<file path="src/rtl/spy_scan_pkg.sv">
package spy_scan_pkg;

  typedef struct packed {
    logic shift;
    logic capture;
  } cellStrobe_t;

  function automatic int spyStride(int funcW, int spyN);
    return (funcW + 2 * spyN) / (2 * spyN);
  endfunction

  // slot number of a chain position, or -1 for an ordinary cell
  function automatic int slotOf(int pos, int funcW, int spyN);
    int stride;
    stride = spyStride(funcW, spyN);
    if (((pos + 1) % stride) == 0 && ((pos + 1) / stride) <= 2 * spyN)
      return (pos + 1) / stride - 1;
    return -1;
  endfunction

  // index into the functional word of an ordinary cell
  function automatic int funcIdxOf(int pos, int funcW, int spyN);
    int n;
    n = 0;
    for (int p = 0; p < pos; p++)
      if (slotOf(p, funcW, spyN) < 0) n++;
    return n;
  endfunction

endpackage

</file>
<file path="src/rtl/spy_chain_dp.sv">
module spy_chain_dp
  import spy_scan_pkg::*;
#(
  parameter int FUNC_W = 12,
  parameter int SPY_N  = 2
) (
  input  logic              clk,
  input  logic              rstN,
  input  cellStrobe_t       strobes,
  input  logic              scanIn,
  input  logic [FUNC_W-1:0] funcD,
  output logic              scanOut,
  output logic [FUNC_W-1:0] funcQ,
  output logic [SPY_N-1:0]  spyHit0,
  output logic [SPY_N-1:0]  spyHit1
);
  localparam int TOTAL = FUNC_W + 2 * SPY_N;

  logic [TOTAL-1:0] chainQ;

  for (genvar i = 0; i < TOTAL; i++) begin : g_cell
    localparam int SLOT = slotOf(i, FUNC_W, SPY_N);
    logic prevQ;
    logic cellQ;

    if (i == 0) begin : g_head
      assign prevQ = scanIn;
    end else begin : g_link
      assign prevQ = chainQ[i-1];
    end

    if (SLOT < 0) begin : g_func
      localparam int FI = funcIdxOf(i, FUNC_W, SPY_N);
      always_ff @(posedge clk or negedge rstN) begin
        if (!rstN)                cellQ <= 1'b0;
        else if (strobes.shift)   cellQ <= prevQ;
        else if (strobes.capture) cellQ <= funcD[FI];
      end
      assign funcQ[FI] = cellQ;
    end else begin : g_spy
      localparam logic TIE = ((SLOT % 2) == 0) ? 1'b1 : 1'b0;
      always_ff @(posedge clk or negedge rstN) begin
        if (!rstN)                cellQ <= TIE;
        else if (strobes.shift)   cellQ <= prevQ;
        else if (strobes.capture) cellQ <= TIE;
      end
      if (TIE) begin : g_low
        assign spyHit0[SLOT/2] = ~cellQ;
      end else begin : g_high
        assign spyHit1[SLOT/2] = cellQ;
      end
    end

    assign chainQ[i] = cellQ;
  end

  assign scanOut = chainQ[TOTAL-1];

  // serial input enters position 0 and the rest move along
  a_r3_head: assert property (@(posedge clk) disable iff (!rstN)
    strobes.shift |=> chainQ[0] == $past(scanIn));
  a_r3_move: assert property (@(posedge clk) disable iff (!rstN)
    strobes.shift |=> chainQ[TOTAL-1:1] == $past(chainQ[TOTAL-2:0]));
  // a capture cycle returns every sensing cell to rest
  a_r2_settle: assert property (@(posedge clk) disable iff (!rstN)
    strobes.capture |=> (spyHit0 == '0 && spyHit1 == '0));

endmodule

</file>
<file path="src/rtl/spy_guard_ctrl.sv">
module spy_guard_ctrl
  import spy_scan_pkg::*;
#(
  parameter int SPY_N = 2
) (
  input  logic             clk,
  input  logic             rstN,
  input  logic             scanEn,
  input  logic             testOk,
  input  logic [SPY_N-1:0] spyHit0,
  input  logic [SPY_N-1:0] spyHit1,
  output cellStrobe_t      strobes,
  output logic             alarm
);
  logic anyHit;
  logic intrusion;

  always_comb begin
    strobes.shift   = scanEn;
    strobes.capture = ~scanEn;
  end

  assign anyHit    = (|spyHit0) | (|spyHit1);
  assign intrusion = anyHit & ~testOk;

  always_ff @(posedge clk or negedge rstN) begin
    if (!rstN)          alarm <= 1'b0;
    else if (intrusion) alarm <= 1'b1;
  end

  // a hit without permission sets the alarm, which then holds
  a_r6_set: assert property (@(posedge clk) disable iff (!rstN)
    ((|spyHit0 || |spyHit1) && !testOk) |=> alarm);
  a_r6_sticky: assert property (@(posedge clk) disable iff (!rstN)
    alarm |=> alarm);
  // with permission a quiet alarm stays quiet
  a_r7_masked: assert property (@(posedge clk) disable iff (!rstN)
    (!alarm && testOk) |=> !alarm);

endmodule

</file>
<file path="src/rtl/spy_scan_chain.sv">
module spy_scan_chain
  import spy_scan_pkg::*;
#(
  parameter int FUNC_W = 12,
  parameter int SPY_N  = 2
) (
  input  logic              clk,
  input  logic              rstN,
  input  logic              scanEn,
  input  logic              scanIn,
  input  logic [FUNC_W-1:0] funcD,
  input  logic              testOk,
  output logic              scanOut,
  output logic [FUNC_W-1:0] funcQ,
  output logic [SPY_N-1:0]  spyHit0,
  output logic [SPY_N-1:0]  spyHit1,
  output logic              alarm,
  output logic              resetReq
);
  cellStrobe_t strobes;

  spy_guard_ctrl #(.SPY_N(SPY_N)) ctrl_i (
    .clk(clk), .rstN(rstN), .scanEn(scanEn), .testOk(testOk),
    .spyHit0(spyHit0), .spyHit1(spyHit1), .strobes(strobes), .alarm(alarm)
  );

  spy_chain_dp #(.FUNC_W(FUNC_W), .SPY_N(SPY_N)) dp_i (
    .clk(clk), .rstN(rstN), .strobes(strobes), .scanIn(scanIn),
    .funcD(funcD), .scanOut(scanOut), .funcQ(funcQ),
    .spyHit0(spyHit0), .spyHit1(spyHit1)
  );

  // the reset request mirrors the alarm
  assign resetReq = alarm;

endmodule

</file>
<file path="config.mk">
export PLATFORM = sky130hd
export DESIGN_NAME = spy_scan_chain
export DESIGN_NICKNAME = d
export VERILOG_FILES = /design/src/rtl/spy_scan_pkg.sv /design/src/rtl/spy_chain_dp.sv /design/src/rtl/spy_guard_ctrl.sv /design/src/rtl/spy_scan_chain.sv
export SDC_FILE = /design/constraint.sdc
export NUM_CORES = 1
export LEC_CHECK = 0
export BUFFER_PORTS_ARGS = -buffer_cell sky130_fd_sc_hd__buf_4
export CORE_UTILIZATION = 50
export CTS_CLUSTER_DIAMETER = 100
export DETAILED_ROUTE_END_ITERATION = 10
export HOLD_SLACK_MARGIN = 0.02
export PLACE_DENSITY_LB_ADDON = 0.3
export SLEW_MARGIN = 30
export SYNTH_ARGS = -nofsm -noshare
export SYNTH_HDL_FRONTEND = slang
export SYNTH_HIERARCHICAL = 1
export SYNTH_SLANG_ARGS = --single-unit
</file>
<file path="constraint.sdc">
create_clock -name clk -period 2 [get_ports clk]
set_input_delay 0.4 -clock clk [delete_from_list [all_inputs] [get_ports clk]]
set_output_delay 0.4 -clock clk [all_outputs]
set_load 0.005 [all_outputs]
</file>
**Word level (Yosys, flattened, before mapping)**

Index checks and enable logic that the tools add are counted.

- Output and inout port bits: 19
- Input port bits: 17
- Word-level logic and storage cells: 40
- Register bits: 17

- Bitwise operators: 5
- Multiplexer cells: 16
- Reduce and logical (&&, ||, !) cells: 2

Operator list:

| cell | count |
|---|---|
| 2-to-1 mux 1 bit | 16 |
| OR reduction 2 bit | 2 |
| inverter 1 bit | 3 |
| AND 1 bit | 1 |
| bitwise OR 1 bit | 1 |

**Logic depth before layout (Yosys ltp)**

Gate-level depths: netlist of the first run.

- Depth after elaboration: 4
- Gate-level depth with buffers: 5
- Gate-level depth less buffers: 3

**Hierarchy**

The synthesis of the first run kept the hierarchy.

Modules (own cells, without submodules):

| module | times used | area an instance (um^2) | cells each | seq. area each (um^2) |
|---|---|---|---|---|
| spy_chain_dp | 1 | 832.0 | 80 | 402.9 |
| spy_guard_ctrl | 1 | 50.0 | 5 | 25.0 |
| spy_scan_chain | 1 | 7.5 | 1 | 0.0 |

**Worst setup path after synthesis of the first run**

Ideal clock, no wire load.

- Path type: input port to flip-flop
- From: input port scanEn
- To: register dp_i.g_cell[7].cellQ
- Data required time: 1934 ps
- Path buffers: 2
- Data arrival time: 982 ps
- Stages: 4
- Setup time: 66 ps
- Path slack: 952 ps
- Cells stage by stage: buf_4 -> buf_4 -> nor2_1 -> a22o_1

- Longest elaborated chain between the ends: 1

RTL lines:

| what | line | text |
|---|---|---|
| from (decl) | spy_scan_chain.sv:9 | `input logic scanEn,` |
| 2-to-1 mux 1 bit | spy_chain_dp.sv:44 | `else if (strobes.shift) cellQ <= prevQ;` |
| to (signal assigned) | spy_chain_dp.sv:44 |  |
| to (decl) | spy_chain_dp.sv:24 | `logic cellQ;` |

No other way between the ends.
A chain may end at the register's enable or synchronous reset.

**Worst setup path in the final report of the first run**

- From: register dp_i.g_cell[11].cellQ
- To: output port spyHit0[1]

- Longest elaborated chain between the ends: 1

RTL lines:

| what | line | text |
|---|---|---|
| from (decl) | spy_chain_dp.sv:24 |  |
| from (signal assigned) | spy_chain_dp.sv:44 |  |
| inverter 1 bit | spy_chain_dp.sv:48 | `assign spyHit0[SLOT/2] = ~cellQ;` |
| to (decl) | spy_scan_chain.sv:15 | `output logic [SPY_N-1:0] spyHit0,` |

No other way between the ends.

==> impl_metrics.env, run 1 <==
export IMPL_status="complete, no violations"
export IMPL_netlist_area_um2=889.6
export IMPL_core_area_mm2=0.001577
export IMPL_cts_tree="yes"
export IMPL_antenna_found_initial=0
export IMPL_fin_ws_ps=580.0
export IMPL_syn2layout_area_growth_pct=17.86
export IMPL_min_period_ps=1420
export IMPL_fp_row_count=14
export IMPL_dp_slack_ps=468.5
export IMPL_path_buf_inv=2
export IMPL_slew_violations=0
export IMPL_first_pass_iters=6
export IMPL_seq_power_share_pct=54.4
export IMPL_cp_max_fo=3
export IMPL_combPwrFrac_pct=22.8
export IMPL_ioPinCount=36
export IMPL_tns_ps=0
export IMPL_hold_class="in2reg"
export IMPL_die_area_mm2=0.001952
export IMPL_ant_nets=0
export IMPL_die_y_um=44.18
export IMPL_path_class="reg2out"
export IMPL_hold_viol=0
export IMPL_p_int_w=0.0005666
export IMPL_p_sw_share_pct=26.21
export IMPL_start_util_pct=56.43
export IMPL_worstMarginPinSlew_ps=294.1
export IMPL_synth_cells=86
export IMPL_syn_area_per_cell_um2=10.34
export IMPL_setup_viol=0
export IMPL_crit_path_end_kind="output port"
export IMPL_path_cells="inv_1, buf_4"
export IMPL_yosys_area_top_type="dfrtp_1"
export IMPL_min_period_over_period_pct=71.00
export IMPL_port_buffers=35
export IMPL_clk_latency_ps=280
export IMPL_numCtsBuffers=3
export IMPL_pwr_share_clk_pct=22.9
export IMPL_avgRoutedWirePerCell_um=12.80
export IMPL_p_switching_w=0.0002012
export IMPL_gp_routability_congestion=0.6799
export IMPL_ys_seq_elements=17
export IMPL_crit_arrival_ps=1020
export IMPL_grt_max_degree=31
export IMPL_yosys_warnings=6
export IMPL_clock_skew_ps=0.5662
export IMPL_rsz0062_at_grt="false"
export IMPL_cts_max_level=1
export IMPL_fmax_ghz=0.7042
export IMPL_powerDensity_mw_per_mm2=732.3
export IMPL_grt_usage_pct=17.73
export IMPL_power_total_w=0.0007678
export IMPL_slew_headroom_pct=80.37
export IMPL_drt_initial_drc_count=11
export IMPL_post_cts_buffers=0
export IMPL_final_nets=124
export IMPL_p_leak_nw=0.5464
export IMPL_hpwl_um=1186
export IMPL_startpoint_type="flop"
export IMPL_route_detailed_drc=0
export IMPL_diodes=0
export IMPL_drv_cap=0
export IMPL_grt_overflow_total=0
export IMPL_synth_fp_nets=103
export IMPL_synth_top_cell_area_share_pct=42.19
export IMPL_layout_commonest_cell="buf_4"
export IMPL_final_cells=122
export IMPL_synth_area_leaders="dfrtp_1 42%, buf_4 14%, mux2i_1 14%"
export IMPL_slowest_stage="dfstp_2"
export IMPL_yosysUniqueCellTypes=18
export IMPL_drive_above_1_share_pct=38.68
export IMPL_critical_path_top_delay_family="flip-flops"
export IMPL_cp_required_ps=1600
export IMPL_post_route_util_pct=66.51
export IMPL_via_count=629
export IMPL_post_drt_via_cell_ratio=5.156
export IMPL_dp_cells=117
export IMPL_cts_buffer_depth=2
export IMPL_clock_sinks=17
export IMPL_routed_wl_um=1562
export IMPL_ctsRootBufferMaster="clkbuf_4"
export IMPL_synth_seq_area_share_pct=48.10
export IMPL_grt_pass1_vias=569
export IMPL_die_w_um=44.18
export IMPL_worst_path_largest_cell_delay_ps=540
export IMPL_ir_drop_uv=455.5
export IMPL_cts_clk_slew_worst_paths_ps=90
export IMPL_grt_first_pass_wirelength_um=2532
export IMPL_fill_cells=131
export IMPL_layout_common_cells="36 x buf_4, 15 x dfrtp_1, 12 x mux2i_1, 12 x nand2_1, 10 x o21ai_1"
layer usage:
layer / up-vias / track usage [%] / wire (um)
met5: - / 0 / 0
li1: 311 / - / -
met1: 290 / 23.61 / 723
met3: 2 / 2.449 / 85
met4: 0 / 9.091 / 14
met2: 26 / 28.24 / 739
sequential cells by signal, summed over array words and instances, names as in the netlist:
signal	cells
dp_i/scanOut	1
dp_i/g_cell.prevQ	1
dp_i/g_cell.cellQ	14
ctrl_i/alarm	1
power groups by stage:
stage / combinational [W] / sequential, W / clock, W
finish: 0.000175 / 0.000417 / 0.000176
detailed placement: 0.000175 / 0.000425 / 0
global placement: 0.000171 / 0.000422 / 0
global route: 0.000192 / 0.000423 / 0.000195
CTS: 0.000177 / 0.000418 / 0.000182
floorplan: 0.000129 / 0.000415 / 0
cell type report:
type / count / area [um^2] / area share, %
sequential: 17 / 427.9 / 40.81
multi-input combinational: 45 / 282.8 / 26.97
timing repair buffer: 37 / 280.3 / 26.73
clock buffer: 4 / 26.28 / 2.506
tap: 16 / 20.02 / 1.909
inverter: 3 / 11.26 / 1.074
Yosys cell counts:
cell,n
a21oi_1,2
a22o_1,2
buf_12,1
buf_2,1
buf_4,17
buf_6,1
clkbuf_1,1
dfrtp_1,15
dfstp_2,2
inv_1,3
mux2i_1,12
nand2_1,12
nor2_1,1
nor2b_1,2
nor4_1,1
o21ai_0,2
o21ai_1,10
o21bai_1,1
repair_timing:
item	4_1_cts	5_1_grt
endpoints found under the hold margin	15	0
hold buffers	1	0
gates resized for setup	0	0
logic make-up after synthesis:
logic type,after synthesis,share of synthesized area (%)
AO/OA/AOI/OAI,17,10.69
flip-flops,17,48.10
multiplexers,12,13.50
AND/OR/NAND/NOR,16,7.594
buffers and inverters,24,20.11
metrics by stage:
step | cell area [um^2] | hold WS, ps
finish | 1049 | 298.9
floorplan | 889.6 | 104.4
detailed placement | 1012 | 273.1
global route | 1049 | 289.9
global placement | 1012 | 274.2
CTS | 1049 | 291.0
worst paths after layout:
kind / start / cells past startpoint / slack (ps) / endpoint
setup reg to reg: dp_i/g_cell[11].cellQ / 3 / 960 / ctrl_i/alarm
setup / recovery: dp_i/g_cell[11].cellQ / 2 / 580 / spyHit0[1]
hold reg to reg: dp_i/g_cell[3].cellQ / 2 / 510 / dp_i/g_cell[4].cellQ
max in group asynchronous: rstN / 2 / 1230 / dp_i/g_cell[11].cellQ
min in group asynchronous: rstN / 2 / 510 / dp_i/g_cell[12].cellQ
hold / removal: testOk / 2 / 300 / ctrl_i/alarm
Power figures use the tool's default switching activity.
==> run 2, diff against run 1 <==
Settings changed: CORE_UTILIZATION 50 to 46.
Clock period 2 ns to 1.4 ns, I/O delays scaled along.
==> run 2 against run 1 <==
Hold slack got worse by 130 ps. Sequential share of layout area decreased by 1.2 points. Worst setup slack got worse by 490 ps. Final cell count increased by 8.2%. Sequential power increased by 43%. Critical path depth unchanged. Clock power increased by 47%. Final area increased by 3.1%. Core utilization decreased by 5.2 points. Largest cell class unchanged.
==> impl_metrics.env, run 2 (same netlist as run 1, synthesis figures left out) <==
export IMPL_worstMarginPinSlew_ps=287.3
export IMPL_fp_row_count=15
export IMPL_post_drt_via_cell_ratio=4.902
export IMPL_p_sw_share_pct=27.04
export IMPL_min_path_cells=2
export IMPL_grt_max_degree=18
export IMPL_ioPinCount=36
export IMPL_drive_above_1_share_pct=40.19
export IMPL_dp_cells=127
export IMPL_route_detailed_drc=0
export IMPL_clock_skew_ps=5.222
export IMPL_fill_cells=179
export IMPL_numCtsBuffers=3
export IMPL_r2r_setup_slack_ps=300
export IMPL_diodes=0
export IMPL_top_register="dp_i/g_cell.cellQ"
export IMPL_die_area_mm2=0.002114
export IMPL_layout_commonest_cell="buf_4"
export IMPL_cts_tree="yes"
export IMPL_rsz0062_at_grt="false"
export IMPL_start_util_pct=50.43
export IMPL_clk_latency_ps=280
export IMPL_min_period_over_period_pct=93.83
export IMPL_ir_drop_uv=619.8
export IMPL_p_int_w=0.0008106
export IMPL_cts_max_level=1
export IMPL_slowest_stage="dfstp_2"
export IMPL_timing_rr_start="dp_i/g_cell[11].cellQ"
export IMPL_gr_usage_met1_pct=21.37
export IMPL_use_met2_pct=30.14
export IMPL_use_met3_pct=3.571
export IMPL_fmax_ghz=0.7612
export IMPL_place_area_mm2=0.001044
export IMPL_whs_ps=170.4
export IMPL_path_cells="inv_1, buf_4"
export IMPL_antenna_found_initial=0
export IMPL_avgRoutedWirePerCell_um=11.91
export IMPL_via_count=647
export IMPL_cp_max_fo=3
export IMPL_grt_overflow_total=0
export IMPL_die_y_um=45.98
export IMPL_worst_path_largest_cell_delay_ps=550
export IMPL_min_from="testOk"
export IMPL_p_switching_w=0.0003004
export IMPL_largest_register_ffs=14
export IMPL_path_buf_inv=2
export IMPL_post_cts_buffers=0
export IMPL_layout_common_cells="36 x buf_4, 15 x dfrtp_1, 12 x mux2i_1, 12 x nand2_1, 10 x o21ai_1"
export IMPL_r2r_end="ctrl_i/alarm"
export IMPL_crit_arrival_ps=1030
export IMPL_finish_instance_area_mm2=0.001081
export IMPL_grt_pass1_vias=626
export IMPL_power_total_w=0.001111
export IMPL_hpwl_um=1206
export IMPL_cp_required_ps=1120
export IMPL_ctsRootBufferMaster="clkbuf_4"
export IMPL_cts_clk_slew_worst_paths_ps=100
export IMPL_gp_routability_congestion=0.7376
export IMPL_seq_power_share_pct=53.8
export IMPL_grt_busiest_layer="met2"
export IMPL_port_buffers=35
export IMPL_critical_path_top_delay_family="flip-flops"
export IMPL_grt_first_pass_wirelength_um=2594
export IMPL_drt_initial_drc_count=7
export IMPL_p_leak_nw=0.5586
export IMPL_pwr_share_clk_pct=23.2
export IMPL_ant_nets=0
export IMPL_final_cells=132
export IMPL_grt_usage_pct=17.84
export IMPL_drv_cap=0
export IMPL_cts_buffer_depth=2
export IMPL_core_area_mm2=0.001764
export IMPL_clock_sinks=17
export IMPL_status="complete, no violations"
export IMPL_tns_ps=0
export IMPL_routed_wl_um=1572
export IMPL_min_to="ctrl_i/alarm"
export IMPL_hold_viol=0
export IMPL_setup_viol=0
export IMPL_path_class="reg2out"
export IMPL_hold_class="in2reg"
export IMPL_crit_path_end_kind="output port"
export IMPL_min_period_ps=1314
export IMPL_powerDensity_mw_per_mm2=1028
export IMPL_die_w_um=45.98
export IMPL_multiInputGateArea_um2=282.8
export IMPL_combPwrFrac_pct=22.9
export IMPL_syn2layout_area_growth_pct=21.52
export IMPL_startpoint_type="flop"
export IMPL_slew_violations=0
export IMPL_slew_headroom_pct=80.67
export IMPL_cts_resized=0
export IMPL_r2r_cells=3
export IMPL_final_nets=125
export IMPL_first_pass_iters=4
export IMPL_seq_area_um2=427.9
run 2: changes by cell type in the layout (fill, tap and decap cells not counted), sizes merged:
cell	change
clkbuf	-1
buf	+1
clkinv	+1
run 2: worst max path at each step:
stage               slack [ps]  depth (start not counted)             startpoint                    to
floorplan                  430                          3  dp_i/g_cell[11].cellQ          ctrl_i/alarm
global route                50                          2  dp_i/g_cell[11].cellQ            spyHit0[1]
detailed placement         250                          5                 scanEn  dp_i/g_cell[7].cellQ
CTS                         80                          2  dp_i/g_cell[11].cellQ            spyHit0[1]
global placement           280                          5                 scanEn  dp_i/g_cell[7].cellQ
finish                      90                          2  dp_i/g_cell[11].cellQ            spyHit0[1]
run 2: routing by layer:
layer / up-vias / routed length, um
li1: 312 / -
met1: 310 / 682
met2: 23 / 785
met3: 2 / 91
met4: 0 / 12
met5: - / 0
run 2: power groups by stage:
stage	logic (W)	registers, W	clock network [W]
floorplan	0.000185	0.000592	0
global placement	0.000251	0.000605	0
detailed placement	0.000256	0.000609	0
CTS	0.000259	0.000599	0.000269
global route	0.000285	0.000608	0.000289
finish	0.000255	0.000598	0.000258
run 2: worst register-to-register path: cells and delay by family (launching register included):
| kind | cells | cell delay (ps) |
|---|---|---|
| flip-flops | 1 | 550 |
| AND/OR/NAND/NOR | 1 | 280 |
| AO/OA/AOI/OAI | 1 | 100 |
| buffers and inverters | 1 | 70 |
run 2: layout make-up:
class                           instances  area share [%]
Sequential cell                        17           39.58
Timing Repair Buffer                   38           27.78
Multi-Input combinational cell         45           26.16
Tap cell                               25           2.894
Clock buffer                            3           2.083
Inverter                                3           1.042
Clock inverter                          1          0.4630
run 2: through the flow:
step / util (%) / setup WS (ps)
after global placement: 59.15 / 276.8
final: 61.28 / 86.36
after detailed placement: 59.15 / 253.9
after floorplan: - / 430.0
after CTS: 61.28 / 82.66
after global routing: 61.28 / 47.27
run 2: repair_timing:
item / CTS / global route
hold buffers: 1 / 0
endpoints found under the setup margin: 0 / 0
endpoints found under the hold margin: 15 / 0
